### config.mk
export PLATFORM = sky130hd
export DESIGN_NAME = hdlcRxHunt
export DESIGN_NICKNAME = d
export VERILOG_FILES = /design/src/rtl/hdlcRxPkg.sv /design/src/rtl/hdlcRxDeframe.sv /design/src/rtl/hdlcRxCtrl.sv /design/src/rtl/hdlcRxHunt.sv
export SDC_FILE = /design/constraint.sdc
export NUM_CORES = 1
export LEC_CHECK = 0
export CELL_PAD_IN_SITES_DETAIL_PLACEMENT = 1
export CELL_PAD_IN_SITES_GLOBAL_PLACEMENT = 2
export CORE_MARGIN = 3
export CORE_UTILIZATION = 29
export DETAILED_ROUTE_END_ITERATION = 10
export PLACE_DENSITY = 0.77
export SYNTH_ARGS = -nofsm -noshare
export SYNTH_HDL_FRONTEND = slang
export SYNTH_SLANG_ARGS = --single-unit
### constraint.sdc
create_clock -name clk -period 1.5 [get_ports clk]
set_clock_uncertainty 0.05 [all_clocks]
set_input_delay 0.225 -clock clk [delete_from_list [all_inputs] [get_ports clk]]
set_output_delay 0.225 -clock clk [all_outputs]
set_load 0.1 [all_outputs]
### src/rtl/hdlcRxPkg.sv
package hdlcRxPkg;
  localparam int OCTET_W = 8;
  localparam int ONES_W  = 3;

  typedef enum logic [1:0] {
    ST_IDLE,
    ST_HUNT,
    ST_FRAME,
    ST_LOCKED
  } rxState_t;

  // control -> datapath strobes
  typedef struct packed {
    logic clearRun;
    logic takeData;
  } rxCtl_t;

  // datapath -> control events (combinational, current bit)
  typedef struct packed {
    logic flagSeen;
    logic abortSeen;
    logic octetDone;
  } rxEvt_t;
endpackage

### src/rtl/hdlcRxDeframe.sv
module hdlcRxDeframe
  import hdlcRxPkg::*;
(
  input  logic               clk,
  input  logic               rstN,
  input  logic               bitIn,
  input  logic               bitValid,
  input  rxCtl_t             ctl,
  output rxEvt_t             evt,
  output logic               dataValid,
  output logic [OCTET_W-1:0] dataOctet
);
  localparam int CNT_W = $clog2(OCTET_W);
  localparam logic [ONES_W-1:0] STUFF_RUN = ONES_W'(5);
  localparam logic [ONES_W-1:0] FLAG_RUN  = ONES_W'(6);
  localparam logic [ONES_W-1:0] RUN_MAX   = ONES_W'(7);
  localparam logic [CNT_W-1:0]  LAST_BIT  = CNT_W'(OCTET_W - 1);

  logic [ONES_W-1:0]  onesRun;
  logic [OCTET_W-2:0] shiftReg;
  logic [CNT_W-1:0]   bitCnt;
  logic               stuffSeen;
  logic               dataBit;

  always_comb begin
    evt.flagSeen  = bitValid && !bitIn && (onesRun == FLAG_RUN);
    evt.abortSeen = bitValid &&  bitIn && (onesRun == FLAG_RUN);
    stuffSeen     = bitValid && !bitIn && (onesRun == STUFF_RUN);
    // a bit is payload only while the preceding run of ones is short
    dataBit       = bitValid && (onesRun < STUFF_RUN);
    evt.octetDone = ctl.takeData && dataBit && (bitCnt == LAST_BIT);
  end

  always_ff @(posedge clk) begin
    if (!rstN) begin
      onesRun   <= '0;
      shiftReg  <= '0;
      bitCnt    <= '0;
      dataValid <= 1'b0;
      dataOctet <= '0;
    end else begin
      dataValid <= evt.octetDone;
      if (evt.octetDone)
        dataOctet <= {bitIn, shiftReg};

      if (ctl.clearRun)
        onesRun <= '0;
      else if (bitValid)
        onesRun <= bitIn ? ((onesRun == RUN_MAX) ? RUN_MAX : onesRun + 1'b1) : '0;

      if (!ctl.takeData || evt.flagSeen) begin
        bitCnt <= '0;
      end else if (dataBit) begin
        shiftReg <= {bitIn, shiftReg[OCTET_W-2:1]};
        bitCnt   <= (bitCnt == LAST_BIT) ? '0 : bitCnt + 1'b1;
      end
    end
  end

  AST_DATA_ONE_CYCLE: assert property (@(posedge clk) disable iff (!rstN)
    dataValid |=> !dataValid);
  AST_FLAG_REALIGNS: assert property (@(posedge clk) disable iff (!rstN)
    evt.flagSeen |=> (bitCnt == '0));
  AST_STUFF_DROPPED: assert property (@(posedge clk) disable iff (!rstN)
    (stuffSeen && ctl.takeData) |=> $stable(bitCnt));
  AST_IDLE_BIT_INERT: assert property (@(posedge clk) disable iff (!rstN)
    (!bitValid && !ctl.clearRun) |=> $stable(onesRun));
endmodule

### src/rtl/hdlcRxCtrl.sv
module hdlcRxCtrl
  import hdlcRxPkg::*;
#(
  parameter int IDX_W = 4
) (
  input  logic             clk,
  input  logic             rstN,
  input  logic             rxEnable,
  input  logic             huntCmd,
  input  logic             irqEnable,
  input  logic [IDX_W-1:0] lastIdx,
  input  rxEvt_t           evt,
  output rxCtl_t           ctl,
  output logic             bufClose,
  output logic             crcReset,
  output logic             rxIrq,
  output logic [IDX_W-1:0] bufIdx
);
  rxState_t state, nextState;
  logic     gotOctet;
  logic     flagOk;
  logic     closeNow;
  logic     crcNow;

  // precedence: hunt command, then disable, then stream events
  assign flagOk = evt.flagSeen && rxEnable && !huntCmd;

  always_comb begin
    nextState = state;
    if (huntCmd) begin
      nextState = rxEnable ? ST_HUNT : ST_IDLE;
    end else begin
      case (state)
        ST_IDLE:   if (rxEnable) nextState = ST_HUNT;
        ST_HUNT:   if (!rxEnable) nextState = ST_LOCKED;
                   else if (evt.flagSeen) nextState = ST_FRAME;
        ST_FRAME:  if (!rxEnable) nextState = ST_LOCKED;
                   else if (evt.abortSeen) nextState = ST_HUNT;
        ST_LOCKED: nextState = ST_LOCKED;
        default:   nextState = ST_IDLE;
      endcase
    end
  end

  always_comb begin
    ctl.clearRun = (state == ST_IDLE) || (state == ST_LOCKED);
    ctl.takeData = (state == ST_FRAME) && rxEnable && !huntCmd;
    closeNow     = huntCmd || ((state == ST_FRAME) && flagOk && gotOctet);
    crcNow       = huntCmd || (((state == ST_HUNT) || (state == ST_FRAME)) && flagOk);
  end

  always_ff @(posedge clk) begin
    if (!rstN) begin
      state    <= ST_IDLE;
      gotOctet <= 1'b0;
      bufClose <= 1'b0;
      crcReset <= 1'b0;
      rxIrq    <= 1'b0;
      bufIdx   <= '0;
    end else begin
      state    <= nextState;
      gotOctet <= ((nextState == ST_FRAME) && !flagOk) ? (gotOctet || evt.octetDone) : 1'b0;
      bufClose <= closeNow;
      crcReset <= crcNow;
      rxIrq    <= closeNow && irqEnable;
      if (bufClose)
        bufIdx <= (bufIdx >= lastIdx) ? '0 : bufIdx + 1'b1;
    end
  end

  AST_HUNT_STROBES: assert property (@(posedge clk) disable iff (!rstN)
    huntCmd |=> (bufClose && crcReset));
  AST_IRQ_GATED: assert property (@(posedge clk) disable iff (!rstN)
    rxIrq |-> (bufClose && $past(irqEnable)));
  AST_IDX_HOLDS: assert property (@(posedge clk) disable iff (!rstN)
    !bufClose |=> $stable(bufIdx));
  AST_LOCK_STICKS: assert property (@(posedge clk) disable iff (!rstN)
    ((state == ST_LOCKED) && !huntCmd) |=> (state == ST_LOCKED));
  AST_ABORT_TO_HUNT: assert property (@(posedge clk) disable iff (!rstN)
    ((state == ST_FRAME) && evt.abortSeen && rxEnable && !huntCmd) |=> (state == ST_HUNT));
  AST_HUNT_NO_FRAME: assert property (@(posedge clk) disable iff (!rstN)
    huntCmd |=> (state != ST_FRAME));
endmodule

### src/rtl/hdlcRxHunt.sv
module hdlcRxHunt
  import hdlcRxPkg::*;
#(
  parameter int IDX_W = 4
) (
  input  logic               clk,
  input  logic               rstN,
  input  logic               rxEnable,
  input  logic               huntCmd,
  input  logic               irqEnable,
  input  logic [IDX_W-1:0]   lastIdx,
  input  logic               rxBit,
  input  logic               rxBitValid,
  output logic               dataValid,
  output logic [OCTET_W-1:0] dataOctet,
  output logic               bufClose,
  output logic [IDX_W-1:0]   bufIdx,
  output logic               crcReset,
  output logic               rxIrq
);
  rxCtl_t ctl;
  rxEvt_t evt;

  hdlcRxDeframe u_deframe (
    .clk       (clk),
    .rstN      (rstN),
    .bitIn     (rxBit),
    .bitValid  (rxBitValid),
    .ctl       (ctl),
    .evt       (evt),
    .dataValid (dataValid),
    .dataOctet (dataOctet)
  );

  hdlcRxCtrl #(.IDX_W(IDX_W)) u_ctrl (
    .clk       (clk),
    .rstN      (rstN),
    .rxEnable  (rxEnable),
    .huntCmd   (huntCmd),
    .irqEnable (irqEnable),
    .lastIdx   (lastIdx),
    .evt       (evt),
    .ctl       (ctl),
    .bufClose  (bufClose),
    .crcReset  (crcReset),
    .rxIrq     (rxIrq),
    .bufIdx    (bufIdx)
  );
endmodule

Yosys cells after proc, flatten, opt, wreduce, memory -nomap -nowiden:

Index checks and enable logic that the tools add are counted.

* add/sub/neg operators: 3
* $lt $le $gt $ge: 2
* equal/unequal tests: 7
* mux-type cells: 12
* bitwise operators: 2
* reduce and logical (&&, ||, !) cells: 31

Operators with widths (count)
* $logic_and A1 B1 Y1: 16
* $mux W2: 6
* $eq A3 B3 Y1 const B: 3
* $mux W3: 3
* $pmux W2 S4: 1
* $add A3 B1 Y3 const B: 2
* $eq A2 B2 Y1 const B: 3
* $logic_or A1 B1 Y1: 6
* $add A4 B1 Y4 const B: 1
* $ge A4 B4 Y1: 1
* $logic_not A1 Y1: 4
* $mux W4: 1
* $reduce_and A2 Y1: 2
* $reduce_or A2 Y1: 2
* $lt A3 B3 Y1 const B: 1
* $eq A2 B1 Y1 const B: 1
* $logic_not A2 Y1: 1
* $not A1 Y1: 2
* $mux W1: 1

* bits in registers: 32
* output and inout port bits: 16

Depth between registers and ports, before layout:

* word-level depth: 10
* gate-level depth with buffers: 7
* depth with buffers taken out: 6

Hierarchy:

Synthesis repeated with hierarchy kept, for this count alone.

* cells, all modules: 164
* area total of the unflattened synthesis: 1530.2 sq um

Modules (own cells, without submodules)
* hdlcRxDeframe: instances 1, cells an instance 95, area each 925.9 sq um, sequential area each 440.4 sq um
* hdlcRxCtrl: instances 1, cells an instance 69, area each 604.3 sq um, sequential area each 200.2 sq um

Least setup slack after synthesis:

OpenSTA, ideal clock, no wires.

* path kind: register to register
* start: register u_ctrl.bufIdx[0]
* end: register u_ctrl.bufIdx[3]
* library setup time: 0.091 ns
* arrival: 2.099 ns
* required time: 1.359 ns
* setup slack: -0.740 ns
* cell stages (with the launch flop): 7
* clock period less this slack: 2.240 ns
* path through: dfxtp_1 > inv_1 > ha_1 > nand2b_1 > a21o_1 > a21o_1 > a311oi_1

* longest elaborated chain between the ends: 2
* elaborated cells between the ends (all ways): 3
* those cells by class: add/sub (1); order compare (1); mux (1)

Ends and longest elaborated chain
* start, declared: RTL line hdlcRxCtrl.sv:17 `output logic [IDX_W-1:0] bufIdx`
* start signal, assigned: RTL line hdlcRxCtrl.sv:67 `bufIdx <= (bufIdx >= lastIdx) ? '0 : bufIdx + 1'b1;`
* $add A4 B1 Y4 / $ge A4 B4 Y1 (equally long branches): RTL line hdlcRxCtrl.sv:67
* $mux W4 (*): RTL line hdlcRxCtrl.sv:67

Every way passes the cells marked *; elsewhere a longest branch is shown, timed or not.
A chain may end at the register's enable or synchronous reset.

Worst setup path after layout:

* start: register u_ctrl.state[0]
* end: register u_ctrl.gotOctet

* longest elaborated chain between the ends: 7
* elaborated cells between the ends (all ways): 19
* those cells by class: eq/ne (4); mux (7); reduce/logical (8)

Ends and longest elaborated chain
* start, declared: RTL line hdlcRxCtrl.sv:19 `rxState_t state, nextState;`
* start signal, assigned: RTL line hdlcRxCtrl.sv:61 `state <= nextState;`
* $mux W2 (on tied branches): RTL line hdlcRxCtrl.sv:38, hdlcRxCtrl.sv:36
* $mux W2 (on tied branches): RTL line hdlcRxCtrl.sv:37, hdlcRxCtrl.sv:35
* $pmux W2 S4: RTL line hdlcRxCtrl.sv:33 `case (state)`
* $mux W2: RTL line hdlcRxCtrl.sv:30 `if (huntCmd) begin`
* $eq A2 B2 Y1: RTL line hdlcRxCtrl.sv:62 `gotOctet <= ((nextState == ST_FRAME) && !flagOk) ? (gotOctet || evt.octetDone) : 1'b0;`
* $logic_and A1 B1 Y1: RTL line hdlcRxCtrl.sv:62
* $reduce_and A2 Y1 (no line)
* end signal, assigned: RTL line hdlcRxCtrl.sv:62
* end, declared: RTL line hdlcRxCtrl.sv:20 `logic gotOctet;`

Parallel ways exist; a longest one is shown, timed or not.

==> qor.csv <==
stage,metric,value,unit
run_status,status,"finished, violations left",
run_status,violations,setup timing,
die,num_io_pins,27,
timing,hold_viol_final,0,
setup_path,r2r_start,u_ctrl.state[0],
setup_path,path_delay_family,simple AND/OR/NAND/NOR gates,
grt,met2_usage,0.274,
synthesis,synth_edf_count,0,
cells_and_area,layout.nets,248,
timing,rsz0062_at_grt,true,
timing,relSlewSlack,0.752,
clocking,cts_buffer_depth,2,
cells_and_area,utilization,0.517,
cells_and_area,drive_gt1_frac,0.431,
die,die_h,79.8,um
setup_path,cp-start-kind,flop,
timing,slew_viol_final,0,
route,drtIter0Drc,32,
clocking,path_clk_slew,0.07,ns
setup_path,crit_fanout,4,
route,post_drt_wl_per_cell,15.5,um
route,dr.pass1.iters,4,
grt,grt_pass1_vias,1492,
power_and_ir_drop,pwr-share-clk,0.332,
synthesis,ys_seq_area_frac,0.406,
die,floorplan.die_area,6370,sq um
cells_and_area,n_fill_cell,554,
setup_path,path_common_cell,nor4_4,
setup_path,path_cells,"buf_4, ha_2, nor4_4, a221oi_4, nor4_4",
clocking,hold_buffers,0,
place,pre_cts_ws,-0.395,ns
power_and_ir_drop,p_leak,1.19,nW
synthesis,syn_area,1580,sq um
clocking,clk_latency,0.28,ns
cells_and_area,multi_input_area,1110,sq um
timing,timing.final.crit_share,1.07,
place,place_area,2250,sq um
die,fp.coreArea,5170,sq um
setup_path,slowest_delay,0.32,ns
synthesis,synthDistinctLibCells,40,
synthesis,synthArstFlopShare,0,
synthesis,syn-num-nets,185,
synthesis,synth-warning-count,0,
die,die_w,79.8,um
clocking,tritoncts,done,
cells_and_area,diodes,0,
timing,worst_slack,-0.0982,ns
place,hpwl,3190,um
power_and_ir_drop,vdd_ir_drop_max,607,uV
route,via_per_inst,4.76,
grt,grt_overflow,0,
power_and_ir_drop,powerDensity,712,nW/um^2
setup_path,critPathCaptureType,flop,
power_and_ir_drop,power_frac_comb,0.206,
route,remaining_drc_errors,0,
run,maxCapViolations,0,
clocking,cts.htree.levels,2,
place,place.gp.congestion,0.812,
route,drtAntennaViolNets,0,
power_and_ir_drop,switchingPower,0.000535,W
setup_path,path_class,reg -> reg,
timing,fin_tns_setup,-0.654,ns
clocking,cts.sinks,32,
grt,grt_pass1_wl,7490,um
synthesis,ys.flop_type,dfxtp_1,
synthesis,synth-seq-cells,32,
cells_and_area,syn_to_final_growth,69.3,%
setup_path,crit_slowest_cell,dfxtp_2,
setup_path,path_buf_inv,1,
die,num_rows,26,
place,io_buffer_count,26,
setup_path,crit_arrival,1.74,ns
timing,tightest_slew,0.373,ns
grt,grt_usage,0.154,
grt,grt_max_degree,16,
synthesis,syn_inst,161,
die,initial_utilization,0.305,
timing,setup_viol,10,
power_and_ir_drop,internal-power,0.00137,W
clocking,cts-root-buf,clkbuf_8,
power_and_ir_drop,switching_share,0.281,
grt,top_usage_layer,met2,
worst_hold_path,hold_class,in -> reg,
timing,fmax,626,MHz
route,route.vias.total,1405,
synthesis,avgSynthCellArea,9.81,sq um
power_and_ir_drop,p_seq_frac,0.463,
worst_hold_path,hold_start,rxBit,
setup_path,crit_path_start,u_ctrl.state[0],
clocking,cts_inserted_buffers,5,
cells_and_area,postLayoutCellArea,2670,sq um
setup_path,cp_data_required_time,1.64,ns
grt,grt_use_met3,0.0361,
grt,grtUsageMet1,0.178,
timing,period_needed,1.60,ns
route,wl,4570,um
grt,antenna_found_initial,0,
cells_and_area,ff_latch_area,659,sq um
[state kept, by name, indices dropped and copies added (netlist names)]
register and count:
u_ctrl.bufClose 1, u_ctrl.bufIdx 4, u_ctrl.crcReset 1, u_ctrl.gotOctet 1, u_ctrl.rxIrq 1, u_ctrl.state 2
u_deframe.bitCnt 3, u_deframe.dataOctet 8, u_deframe.dataValid 1, u_deframe.onesRun 3, u_deframe.shiftReg 7
[synth_stat cells (all sizes together), types with 2 or more instances]
| cell type | n | area share |
|---|---|---|
| buf | 3 | 0.013 |
| and2 | 2 | 0.0079 |
| mux2i | 16 | 0.10 |
| a21oi | 7 | 0.022 |
| xor2 | 2 | 0.011 |
| nand3 | 7 | 0.025 |
| dfxtp | 32 | 0.41 |
| nand4 | 3 | 0.016 |
| a21o | 2 | 0.0095 |
| nand2b | 3 | 0.012 |
| nand2 | 13 | 0.031 |
| nand4b | 2 | 0.021 |
| inv | 9 | 0.021 |
| or2b | 2 | 0.0095 |
| ha | 13 | 0.10 |
| o21a | 2 | 0.0095 |
| o21ai | 3 | 0.017 |
| nor2 | 19 | 0.045 |
| a311oi | 4 | 0.022 |
| nor4 | 3 | 0.016 |
[tightest hold or removal path, stage by stage]
cell            delay (ns)
dlymetal6s2s_1        0.16
buf_4                 0.17
nand3_1               0.07
a21oi_1               0.05
[kinds of logic after synthesis]
logic type / synth area share
xor gates and xnor gates: 0.0166
AOI/OAI and AO/OA: 0.120
muxes: 0.101
and+or+nand+nor: 0.214
buffers and inverters: 0.0396
DFF: 0.406
adders and majority gates: 0.103
[path summary, 6_finish.rpt]
check | to | slack, ns | depth (start not counted)
setup / recovery | u_ctrl.gotOctet | -0.1 | 5
hold / removal | u_deframe.onesRun[0] | 0.39 | 4
setup reg to reg | u_ctrl.gotOctet | -0.1 | 5
hold reg to reg | u_deframe.bitCnt[1] | 0.42 | 2
[cells in the final DEF, fill, tap and decap left out, types with 6 or more instances in the layout]
master / instances
a21oi_1: 7
dfxtp_1: 23
nor2_1: 19
nand2_1: 13
ha_1: 7
buf_12: 16
mux2i_1: 16
buf_4: 28
dfxtp_2: 6
[metal layers]
metal / vias up / part of all wire
li1: 699 / -
met1: 683 / 0.41
met2: 18 / 0.55
met3: 5 / 0.023
met4: 0 / 0.014
met5: - / 0
[power by group through the flow]
stage | clock [W] | combinational [W] | sequential, W
6_report | 0.000631 | 0.000392 | 0.000880
5_1_grt | 0.000703 | 0.000421 | 0.000882
4_1_cts | 0.000651 | 0.000371 | 0.000879
3_5_place_dp | 0 | 0.000307 | 0.000896
3_3_place_gp | 0 | 0.000295 | 0.000896
2_1_floorplan | 0 | 0.000114 | 0.000950
[what timing repair did]
| action | 4_1_cts | 5_1_grt |
|---|---|---|
| setup buffers | 7 | 4 |
| pin swaps | 16 | 20 |
| setup endpoints to repair | 22 | 23 |
| gates resized for setup | 37 | 15 |
| gates cloned | 1 | 0 |
| hold endpoints to repair | 0 | 0 |
[per-stage QoR]
stage,instances,hold WS (ns),total power [W]
global placement,275,0.394,0.00119
CTS,291,0.435,0.00190
detailed placement,275,0.426,0.00120
finish,295,0.392,0.00190
global route,295,0.433,0.00201
floorplan,161,0.292,0.00106
[cell type report]
class                   count  share of cell area
inverters                  10              0.0140
clock inverters             1             0.00140
flip-flops and latches     32               0.247
multi-input cells         115               0.414
repair buffers             60               0.263
well taps                  70              0.0328
clock buffers               7              0.0285
No activity file was read; power rests on OpenSTA's default activity.
